===== config.mk =====
export PLATFORM = sky130hd
export DESIGN_NAME = wm_ctrl
export DESIGN_NICKNAME = d
export VERILOG_FILES = /design/src/rtl/wm_ctrl.sv
export SDC_FILE = /design/constraint.sdc
export NUM_CORES = 1
export LEC_CHECK = 0
export BUFFER_PORTS_ARGS = -buffer_cell sky130_fd_sc_hd__buf_2
export CORE_MARGIN = 2
export CORE_UTILIZATION = 35
export DETAILED_ROUTE_END_ITERATION = 7
export SLEW_MARGIN = 5
export SYNTH_ARGS = -nofsm -noshare
export SYNTH_HDL_FRONTEND = slang
export SYNTH_SLANG_ARGS = --single-unit
export TNS_END_PERCENT = 50

===== constraint.sdc =====
create_clock -name clk -period 2.1 [get_ports clk]
set_clock_uncertainty 0.1 [all_clocks]
set_input_delay 0.105 -clock clk [delete_from_list [all_inputs] [get_ports clk]]
set_output_delay 0.105 -clock clk [all_outputs]
set_load 0.01 [all_outputs]

===== src/rtl/wm_ctrl.sv =====
module wm_ctrl #(
  parameter int ST_W = 2,
  parameter int OUT_W = 4,
  parameter int WM_LEN = 6,
  parameter logic [1:0] WM_ENTRY = 2'd2,
  parameter logic [2*WM_LEN-1:0] WM_SEQ = 12'h936,
  parameter logic [OUT_W*WM_LEN-1:0] WM_SIG = 24'h7E5C3A
) (
  input  logic         clk,
  input  logic         rst,
  input  logic [2:0]   din,
  output logic [OUT_W-1:0] dout
);
  localparam int FIN_W = 2;
  localparam int CNT_W = $clog2(WM_LEN + 1);

  logic [ST_W-1:0]  st, st_nx;
  logic [CNT_W-1:0] step, step_nx;

  wire             aug = din[FIN_W];
  wire [FIN_W-1:0] fin = din[FIN_W-1:0];

  wire go_on  = aug && (step != '0) && (int'(step) < WM_LEN) &&
                (fin == WM_SEQ[int'(step)*FIN_W +: FIN_W]);
  wire go_new = aug && (st == ST_W'(WM_ENTRY)) && (fin == WM_SEQ[FIN_W-1:0]);

  assign step_nx = go_on ? step + CNT_W'(1) : (go_new ? CNT_W'(1) : '0);

  always_comb begin
    st_nx = st;
    if (!aug) begin
      case (fin)
        2'b01:   st_nx = st + ST_W'(1);
        2'b10:   st_nx = st - ST_W'(1);
        2'b11:   st_nx = '0;
        default: st_nx = st;
      endcase
    end
  end

  always_ff @(posedge clk) begin
    if (rst) begin
      st   <= '0;
      step <= '0;
    end else begin
      st   <= st_nx;
      step <= step_nx;
    end
  end

  wire [OUT_W-1:0] host_code = OUT_W'(1) << st;
  assign dout = (step == '0) ? host_code
                             : WM_SIG[(int'(step) - 1)*OUT_W +: OUT_W];

  p_plain_out_r3: assert property (@(posedge clk) disable iff (rst)
    !din[FIN_W] |=> ($countones(dout) == 1));

  p_aug_holds_r4: assert property (@(posedge clk) disable iff (rst)
    din[FIN_W] |=> $stable(st));

  p_step_bound_r6: assert property (@(posedge clk) disable iff (rst)
    int'(step) <= WM_LEN);

  p_path_at_entry_r9: assert property (@(posedge clk) disable iff (rst)
    (step != '0) |-> (st == ST_W'(WM_ENTRY)));

  p_break_r7: assert property (@(posedge clk) disable iff (rst)
    !din[FIN_W] |=> (step == '0));
endmodule


==> impl_metrics.py, run 1 <==
metrics = {
    "finish": {
        "drive_gt1_share_pct": 22.9,
        "finish.utilization_pct": 43.1,
        "fillers": 153,
        "finalInstanceArea_sq_um": 568,
        "antennaDiodeCount": 0,
        "syn_to_final_growth_pct": 13.5,
        "final_nets": 81,
    },
    "floorplan": {
        "die-area_sq_um": 1750,
        "die_h_um": 41.8,
        "core_sq_um": 1320,
        "die_x_um": 41.8,
        "rows": 13,
        "initial_core_util_pct": 38.0,
        "io_pins": 9,
    },
    "synth": {
        "synth_nets": 72,
        "seq_area_frac_synth_pct": 20.0,
        "synth_flop_cell": "dfxtp_1",
        "synth_area_sq_um": 500,
        "syn_avg_cell_area_sq_um": 8.07,
        "async_reset_ff_share_pct": 0,
        "synth_warnings": 0,
        "yosys-top-cells-area": "dfxtp_1 (20%), ha_1 (13%), xnor2_1 (8.8%)",
        "synth_top_cell_area_share_pct": 20.0,
        "synth_cell_type_count": 30,
        "synth_edf_count": 0,
        "yosys.area.top_type": "dfxtp_1",
        "ys_ff_latch": 5,
        "yosys-top-cells-count": "dfxtp_1 (5), ha_1 (5), xnor2_1 (5)",
        "syn_inst": 62,
    },
    "critical_path": {
        "crit_buf_inv": 2,
        "r2r_start": "step[1]",
        "cp.arrival_ns": 1.80,
        "cpLargestDelayFamily": "compound AO/OA/AOI/OAI gates",
        "crit_required_ns": 1.89,
        "slowest_delay_ns": 0.41,
        "path_cells": "inv_2 -> ha_2 -> nor2b_1 -> o41a_1 -> o22ai_1 -> buf_2",
        "worst_path_max_delay_cell": "ha_2",
        "cp_max_fo": 7,
        "cp-start-kind": "flip-flop",
        "critical_path_class": "flip-flop to output port",
        "end_kind": "output port",
        "crit_start": "step[1]",
    },
    "global_routing": {
        "track_usage_pct": 12.9,
        "grt_pass1_vias": 410,
        "grt_max_degree": 14,
        "grt_pass1_wl_um": 1730,
        "antenna_found_initial": 0,
        "grt.overflow.total": 0,
    },
    "clock_tree": {
        "clock_sinks": 5,
        "cts_setup_buffers": 0,
        "cts_tree": "yes",
        "clockBufferDepth": 2,
        "htree_levels": 1,
        "clk_pin_slew_worst_paths_ns": 0.05,
        "clock_latency_ns": 0.24,
        "numCtsBuffers": 3,
        "cts-root-buf": "clkbuf_4",
    },
    "hold_path": {
        "hp-start": "din[2]",
        "min_path_type": "input port to flip-flop",
    },
    "timing": {
        "fin_crit_sh_pct": 95.3,
        "max_freq_ghz": 0.499,
        "tightest_slew_ns": 0.412,
        "rsz0062_at_grt": "no",
        "slew_headroom_pct": 72.5,
        "hold_ws_ns": 0.0994,
        "finalSetupViolCount": 0,
        "fin_tns_setup_ns": 0,
        "worst_slack_ns": 0.0978,
        "timing.final.crit_period_ns": 2.00,
        "drv_slew": 0,
        "hold_viol_final": 0,
    },
    "placed_design": {
        "dp_worst_setup_slack_ns": 0.284,
        "portBuffers": 8,
        "postPlaceCellArea_sq_um": 528,
        "place_congestion": 0.775,
    },
    "routing": {
        "route.detailed.drc": 0,
        "dr.first_iter.drc_count": 16,
        "vias": 467,
        "final_antenna_net_count": 0,
        "drt_wl_total_um": 1040,
        "wire_per_inst_um": 12.2,
        "vias_per_cell": 5.49,
        "firstDrtPassIters": 4,
    },
    "pwr": {
        "powerDensity_nw_per_um2": 452,
        "ir_worst_vdd_mv": 0.221,
        "p_leak_nw": 0.224,
    },
    "status": {
        "status": "finished clean",
    },
    "run": {
        "max_cap_violations": 0,
    },
}
-- layout make-up --
class,instances,area (sq um),area share (%)
clock buffers,4,26.3,4.63
inverters,2,7.51,1.32
multi-input cells,50,364,64.1
flip-flops and latches,5,101,17.8
well taps,15,18.8,3.30
repair buffers,9,50.0,8.81
-- worst register-to-register path, stage by stage, from the launching register on --
cell and delay [ns]:
dfxtp_1 0.34, inv_2 0.12, ha_2 0.29, nor3_1 0.09, or3_1 0.35, nand4_1 0.16
mux2i_1 0.22
-- cell usage in the layout (no fill, tap or decap), types with 2 or more instances in the layout --
master and count:
mux2i_1 2, o211ai_1 2, or3_1 2, dfxtp_1 4
buf_2 8, o21ai_1 3, nor2b_1 3, ha_1 4
nor3_1 2, inv_2 2, xnor2_1 5, o21ai_0 2
clkbuf_4 3, nor2_1 3, nand2_1 3, a21oi_1 4
-- metal layers --
metal	GRT usage [%]	vias up	share of wire [%]
li1	-	244	-
met1	18.0	219	51
met2	16.6	4	46
met3	6.96	0	2.8
met4	3.87	0	0
met5	0	-	0
-- flip-flops by register name, summed over array words and instances, names as in the netlist --
register  cells
step          3
st            2
-- stage by stage --
stage	cells	power, mW
after floorplan	62	0.133
after global placement	80	0.146
after detailed placement	80	0.146
after CTS	85	0.264
after global routing	85	0.274
final	85	0.257
-- power by group --
part | switching, mW | internal, mW
Sequential | 0.00533 | 0.0980
Clock | 0.0397 | 0.0719
Combinational | 0.0205 | 0.0215
-- kinds of logic after synthesis --
logic type	after synthesis	share of synthesized area [%]
AND/OR/NAND/NOR	22	26.0
buffers and inverters	7	7.75
XOR/XNOR	5	8.75
AO/OA/AOI/OAI	16	21.0
adder cells (fa/ha/maj)	5	12.5
flip-flops	5	20.0
multiplexers	2	4.00
-- path summary, 6_finish.rpt --
| path | end | slack [ns] | depth (start not counted) |
|---|---|---|---|
| worst min-delay path | st[1] | 0.1 | 3 |
| worst max register to register | step[0] | 0.34 | 6 |
| worst max-delay path | dout[0] | 0.1 | 6 |
| worst min register to register | st[1] | 0.44 | 2 |
-- timing repair --
action,in CTS,in global routing
resized for setup,0,2
setup endpoints to repair,0,2
hold endpoints to repair,2,0
hold buffers,1,0
Power figures use the tool's default switching activity.
==> run 2: changes to the inputs <==
--- a/config.mk
+++ b/config.mk
@@ -7,7 +7,7 @@
 export LEC_CHECK = 0
 export BUFFER_PORTS_ARGS = -buffer_cell sky130_fd_sc_hd__buf_2
 export CORE_MARGIN = 2
-export CORE_UTILIZATION = 35
+export CORE_UTILIZATION = 25
 export DETAILED_ROUTE_END_ITERATION = 7
 export SLEW_MARGIN = 5
 export SYNTH_ARGS = -nofsm -noshare
==> impl_metrics.py, run 2 (same netlist as run 1, synthesis figures left out) <==
metrics = {
    "floorplan": {
        "io_pins": 9,
        "core_sq_um": 1920,
        "die_h_um": 48.7,
        "die-area_sq_um": 2380,
        "die_x_um": 48.7,
        "initial_core_util_pct": 26.0,
        "rows": 16,
    },
    "routing": {
        "wl_met1_um": 521,
        "route.detailed.drc": 0,
        "met2_length_um": 561,
        "firstDrtPassIters": 4,
        "met3_length_um": 21,
        "final_antenna_net_count": 0,
        "dr.first_iter.drc_count": 8,
        "vias": 484,
        "drt_wl_total_um": 1120,
        "wire_per_inst_um": 11.5,
        "highest_layer": "met4",
        "vias_per_cell": 4.99,
    },
    "global_routing": {
        "grt_max_degree": 14,
        "antenna_found_initial": 0,
        "grt_pass1_vias": 417,
        "grt_pass1_wl_um": 1830,
        "grt.overflow.total": 0,
        "track_usage_pct": 10.1,
    },
    "timing": {
        "tightest_slew_ns": 0.398,
        "worst_slack_ns": 0.159,
        "hold_viol_final": 0,
        "drv_slew": 0,
        "slew_headroom_pct": 73.4,
        "max_freq_ghz": 0.515,
        "rsz0062_at_grt": "no",
        "finalSetupViolCount": 0,
        "fin_tns_setup_ns": 0,
        "hold_ws_ns": 0.0912,
        "fin_crit_sh_pct": 92.4,
        "timing.final.crit_period_ns": 1.94,
    },
    "placed_design": {
        "placed_cells": 92,
        "portBuffers": 8,
        "dp_hpwl_um": 818,
        "place_congestion": 0.764,
        "postPlaceCellArea_sq_um": 543,
        "dp_worst_setup_slack_ns": 0.246,
    },
    "critical_path": {
        "cp.arrival_ns": 1.74,
        "cp_max_fo": 6,
        "critical_path_class": "flip-flop to output port",
        "end_kind": "output port",
        "crit_required_ns": 1.89,
        "cp-start-kind": "flip-flop",
    },
    "pwr": {
        "swShare_pct": 27.8,
        "internal_power_uw": 192,
        "pwr-share-seq_pct": 38.7,
        "powerDensity_nw_per_um2": 448,
        "ir_worst_vdd_mv": 0.154,
        "p_leak_nw": 0.226,
        "pwr-share-clk_pct": 45.4,
        "total_power_uw": 266,
        "switching_power_uw": 73.8,
        "combPwrFrac_pct": 15.9,
    },
    "finish": {
        "drive_gt1_share_pct": 22.9,
        "mostFrequentLayoutCells": "buf_2 (8), xnor2_1 (5), a21oi_1 (4), ha_1 (4), dfxtp_1 (4)",
        "largestRegisters": "step x3, st x2",
        "fillers": 225,
        "syn_to_final_growth_pct": 18.5,
        "fin_cells": 97,
        "mostFrequentLayoutCell": "buf_2",
        "largest_reg_flops": 3,
        "top_register": "step",
        "finalInstanceArea_sq_um": 593,
        "final_nets": 81,
        "antennaDiodeCount": 0,
        "finish.utilization_pct": 30.9,
    },
    "clock_tree": {
        "htree_levels": 1,
        "cts-root-buf": "clkbuf_4",
        "clock_latency_ns": 0.25,
        "cts_tree": "yes",
        "clk_pin_slew_worst_paths_ns": 0.06,
        "clock_sinks": 5,
        "numCtsBuffers": 3,
        "clockBufferDepth": 2,
        "cts_setup_buffers": 0,
    },
    "hold_path": {
        "min_path_type": "input port to flip-flop",
    },
    "status": {
        "status": "finished clean",
    },
    "run": {
        "max_cap_violations": 0,
    },
}
[run 2: cell types whose count changed in the layout (fill, tap and decap cells not counted)]
cell,change
ha_2,-1
ha_4,+1
[run 2: power groups by stage]
stage | Combinational [mW] | Clock [mW] | Sequential [mW]
2_1_floorplan | 0.0318 | 0 | 0.101
3_3_place_gp | 0.0405 | 0 | 0.104
3_5_place_dp | 0.0407 | 0 | 0.105
4_1_cts | 0.0424 | 0.125 | 0.103
5_1_grt | 0.0476 | 0.133 | 0.103
6_report | 0.0423 | 0.121 | 0.103
[run 2: critical path, stage by stage (launching register included)]
cell,delay [ns]
dfxtp_2,0.39
inv_2,0.09
ha_1,0.26
nor2b_1,0.16
o41a_1,0.31
o22ai_1,0.13
buf_2,0.15
[run 2: path summary, 6_finish.rpt]
check	startpoint	end	slack, ns	depth (start not counted)
setup / recovery	step[0]	dout[0]	0.16	6
setup reg to reg	step[0]	step[0]	0.43	6
hold reg to reg	st[1]	st[1]	0.43	2
hold / removal	din[2]	st[1]	0.09	3
[run 2: layer usage]
metal / track usage, % / up-vias
li1: - / 244
met1: 11.8 / 231
met2: 16.0 / 7
met3: 1.85 / 2
met4: 8.57 / 0
met5: 0 / -
[run 2: layout make-up]
class | instances | area, sq um | area share, %
multi-input combinational | 50 | 374 | 63.1
sequential | 5 | 101 | 17.1
timing repair buffer | 9 | 50.0 | 8.44
tap | 27 | 33.8 | 5.70
clock buffer | 4 | 26.3 | 4.43
inverter | 2 | 7.51 | 1.27
[run 2: what timing repair did]
action                                  4_1_cts  5_1_grt
hold endpoints to repair                      2        0
endpoints found under the setup margin        1        2
resized for setup                             1        2
hold buffers                                  1        0
==> run 3: changes to the inputs <==
--- a/config.mk
+++ b/config.mk
@@ -5,6 +5,7 @@
 export SDC_FILE = /design/constraint.sdc
 export NUM_CORES = 1
 export LEC_CHECK = 0
+export ABC_AREA = 1
 export BUFFER_PORTS_ARGS = -buffer_cell sky130_fd_sc_hd__buf_2
 export CORE_MARGIN = 2
 export CORE_UTILIZATION = 25
==> impl_metrics.py, run 3 <==
metrics = {
    "routing": {
        "firstDrtPassIters": 7,
        "drt_wl_total_um": 1150,
        "final_antenna_net_count": 0,
        "dr.first_iter.drc_count": 18,
        "vias_per_cell": 4.46,
        "route.detailed.drc": 0,
        "wire_per_inst_um": 9.58,
        "vias": 535,
    },
    "critical_path": {
        "cp.arrival_ns": 1.66,
        "crit_start": "step[0]",
        "cp-start-kind": "flip-flop",
        "critical_path_class": "flip-flop to output port",
        "ff2ff_path_depth": 9,
        "cp_max_fo": 5,
        "cp_common_cell": "inv_1",
        "reg2reg_to": "step[1]",
        "slowest_delay_ns": 0.40,
        "worst_path_max_delay_cell": "dfxtp_1",
        "regToRegSetupSlack_ns": 0.40,
        "crit_required_ns": 1.89,
        "r2r_start": "step[0]",
        "end_kind": "output port",
        "path_cells": "inv_1 -> ha_1 -> inv_1 -> nand2_1 -> nand3_1 -> o31ai_1 -> buf_2",
    },
    "timing": {
        "finalSetupViolCount": 0,
        "tightest_slew_ns": 0.383,
        "fin_crit_sh_pct": 88.7,
        "slew_headroom_pct": 74.2,
        "fin_tns_setup_ns": 0,
        "worst_slack_ns": 0.237,
        "timing.final.crit_period_ns": 1.86,
        "drv_slew": 0,
        "max_freq_ghz": 0.537,
        "rsz0062_at_grt": "no",
        "hold_ws_ns": 0.144,
        "hold_viol_final": 0,
    },
    "synth": {
        "yosys.area.top_type": "dfxtp_1",
        "yosys-top-cells-area": "dfxtp_1 (19%), nand2_1 (13%), ha_1 (12%)",
        "synth_area_sq_um": 528,
        "syn_inst": 81,
        "ys_ff_latch": 5,
        "synth_edf_count": 0,
        "yosysMostFrequentCell": "nand2_1",
        "async_reset_ff_share_pct": 0,
        "syn_avg_cell_area_sq_um": 6.52,
        "synth_nets": 91,
        "synth_flop_cell": "dfxtp_1",
        "yosys-top-cells-count": "nand2_1 (18), inv_1 (12), nand3_1 (12)",
        "synth_warnings": 0,
        "seq_area_frac_synth_pct": 19.0,
        "synth_top_cell_area_share_pct": 19.0,
        "synth_cell_type_count": 19,
    },
    "finish": {
        "largest_reg_flops": 3,
        "syn_to_final_growth_pct": 18.7,
        "drive_gt1_share_pct": 18.3,
        "mostFrequentLayoutCell": "nand2_1",
        "mostFrequentLayoutCells": "nand2_1 (18), inv_1 (12), nand3_1 (12), buf_2 (8), nor2_1 (6)",
        "top_register": "step",
        "fin_cells": 120,
        "antennaDiodeCount": 0,
        "largestRegisters": "step x3, st x2",
        "fillers": 230,
        "final_nets": 104,
    },
    "pwr": {
        "switching_power_uw": 68.2,
        "internal_power_uw": 189,
        "total_power_uw": 257,
        "powerDensity_nw_per_um2": 410,
        "pwr-share-clk_pct": 42.5,
        "p_leak_nw": 0.289,
        "pwr-share-seq_pct": 39.6,
        "combPwrFrac_pct": 17.9,
        "ir_worst_vdd_mv": 0.276,
        "swShare_pct": 26.5,
    },
    "floorplan": {
        "die_h_um": 50.0,
        "die-area_sq_um": 2500,
        "initial_core_util_pct": 26.6,
        "die_x_um": 50.0,
        "core_sq_um": 1980,
        "rows": 16,
        "io_pins": 9,
    },
    "global_routing": {
        "grt_max_degree": 11,
        "grt_pass1_wl_um": 2000,
        "grt_pass1_vias": 507,
        "track_usage_pct": 10.4,
        "grt.overflow.total": 0,
        "antenna_found_initial": 0,
    },
    "clock_tree": {
        "ctsResizeCount": 0,
        "htree_levels": 1,
        "clock_sinks": 5,
        "cts_tree": "yes",
        "clk_pin_slew_worst_paths_ns": 0.04,
        "clockBufferDepth": 2,
        "cts_setup_buffers": 0,
        "clock_latency_ns": 0.24,
        "cts-root-buf": "clkbuf_4",
        "numCtsBuffers": 3,
    },
    "hold_path": {
        "hold-path-cell-count": 4,
        "min_path_type": "input port to flip-flop",
        "hp-start": "din[0]",
        "hold_end": "step[0]",
    },
    "placed_design": {
        "dp_hpwl_um": 957,
        "placed_cells": 115,
        "dp_worst_setup_slack_ns": 0.422,
        "portBuffers": 8,
        "place_congestion": 0.855,
    },
    "status": {
        "status": "finished clean",
    },
    "run": {
        "max_cap_violations": 0,
    },
}
## run 3: cell count changes after synthesis, sizes merged, moves of 3 or more
cell | previous run | this run
inv | 2 | 13
nand2 | 3 | 19
nand3 | 1 | 15
buf | 5 | 1
xnor2 | 5 | 1
nor2b | 3 | 0
nor2 | 3 | 7
## run 3: critical path, delay by kind of cell (launching register included)
family / cells / cell delay, ns
simple gates: 2 / 0.20
buf+inv: 3 / 0.41
flops: 1 / 0.40
fa+ha+maj: 1 / 0.35
compound gates: 1 / 0.07
## run 3: how the worst max path moves through the flow
stage / cells past startpoint / end / slack (ns)
floorplan: 10 / step[0] / 0.62
finish: 7 / dout[0] / 0.24
global placement: 10 / step[0] / 0.47
CTS: 7 / dout[0] / 0.23
detailed placement: 10 / step[0] / 0.42
global route: 7 / dout[3] / 0.08
## run 3: final cells by class
class	instances	area [sq um]	area share, %
Clock buffer	4	26.3	4.19
Inverter	14	57.6	9.18
Multi-Input combinational cell	61	359	57.3
Sequential cell	5	100	16.0
Tap cell	27	33.8	5.39
Timing Repair Buffer	9	50.0	7.98
## run 3: kinds of logic after synthesis
group / Yosys count / share of synthesized area, %
and+or+nand+nor: 42 / 40.3
buffers and inverters: 15 / 13.0
AOI/OAI and AO/OA: 12 / 12.6
adders and majority gates: 5 / 11.8
DFF: 5 / 19.0
xor gates and xnor gates: 2 / 3.32
## run 3: power groups by stage
stage	clock network (mW)	logic [mW]	registers, mW
floorplan	0	0.0276	0.103
global placement	0	0.0446	0.103
detailed placement	0	0.0447	0.104
CTS	0.115	0.0463	0.102
global route	0.126	0.0517	0.102
finish	0.109	0.0462	0.102
## run 3: routing by layer
| layer | vias to the layer above | routed length, um | global-route usage [%] |
|---|---|---|---|
| met5 | - | 0 | 0 |
| met4 | 0 | 14 | 5.09 |
| met3 | 2 | 33 | 3.64 |
| met2 | 7 | 523 | 17.1 |
| met1 | 236 | 579 | 11.9 |
| li1 | 290 | - | - |
## run 3: timing repair
action                                  4_1_cts  5_1_grt
hold endpoints to repair                      1        0
endpoints found under the setup margin        0        0
hold buffers                                  1        0
## run 3: per-stage QoR
| stage | utilization, % | cell area [sq um] |
|---|---|---|
| detailed placement | 29.8 | 591 |
| floorplan | - | 528 |
| finish | 31.6 | 627 |
| global route | 31.6 | 627 |
| global placement | 29.8 | 591 |
| CTS | 31.6 | 627 |
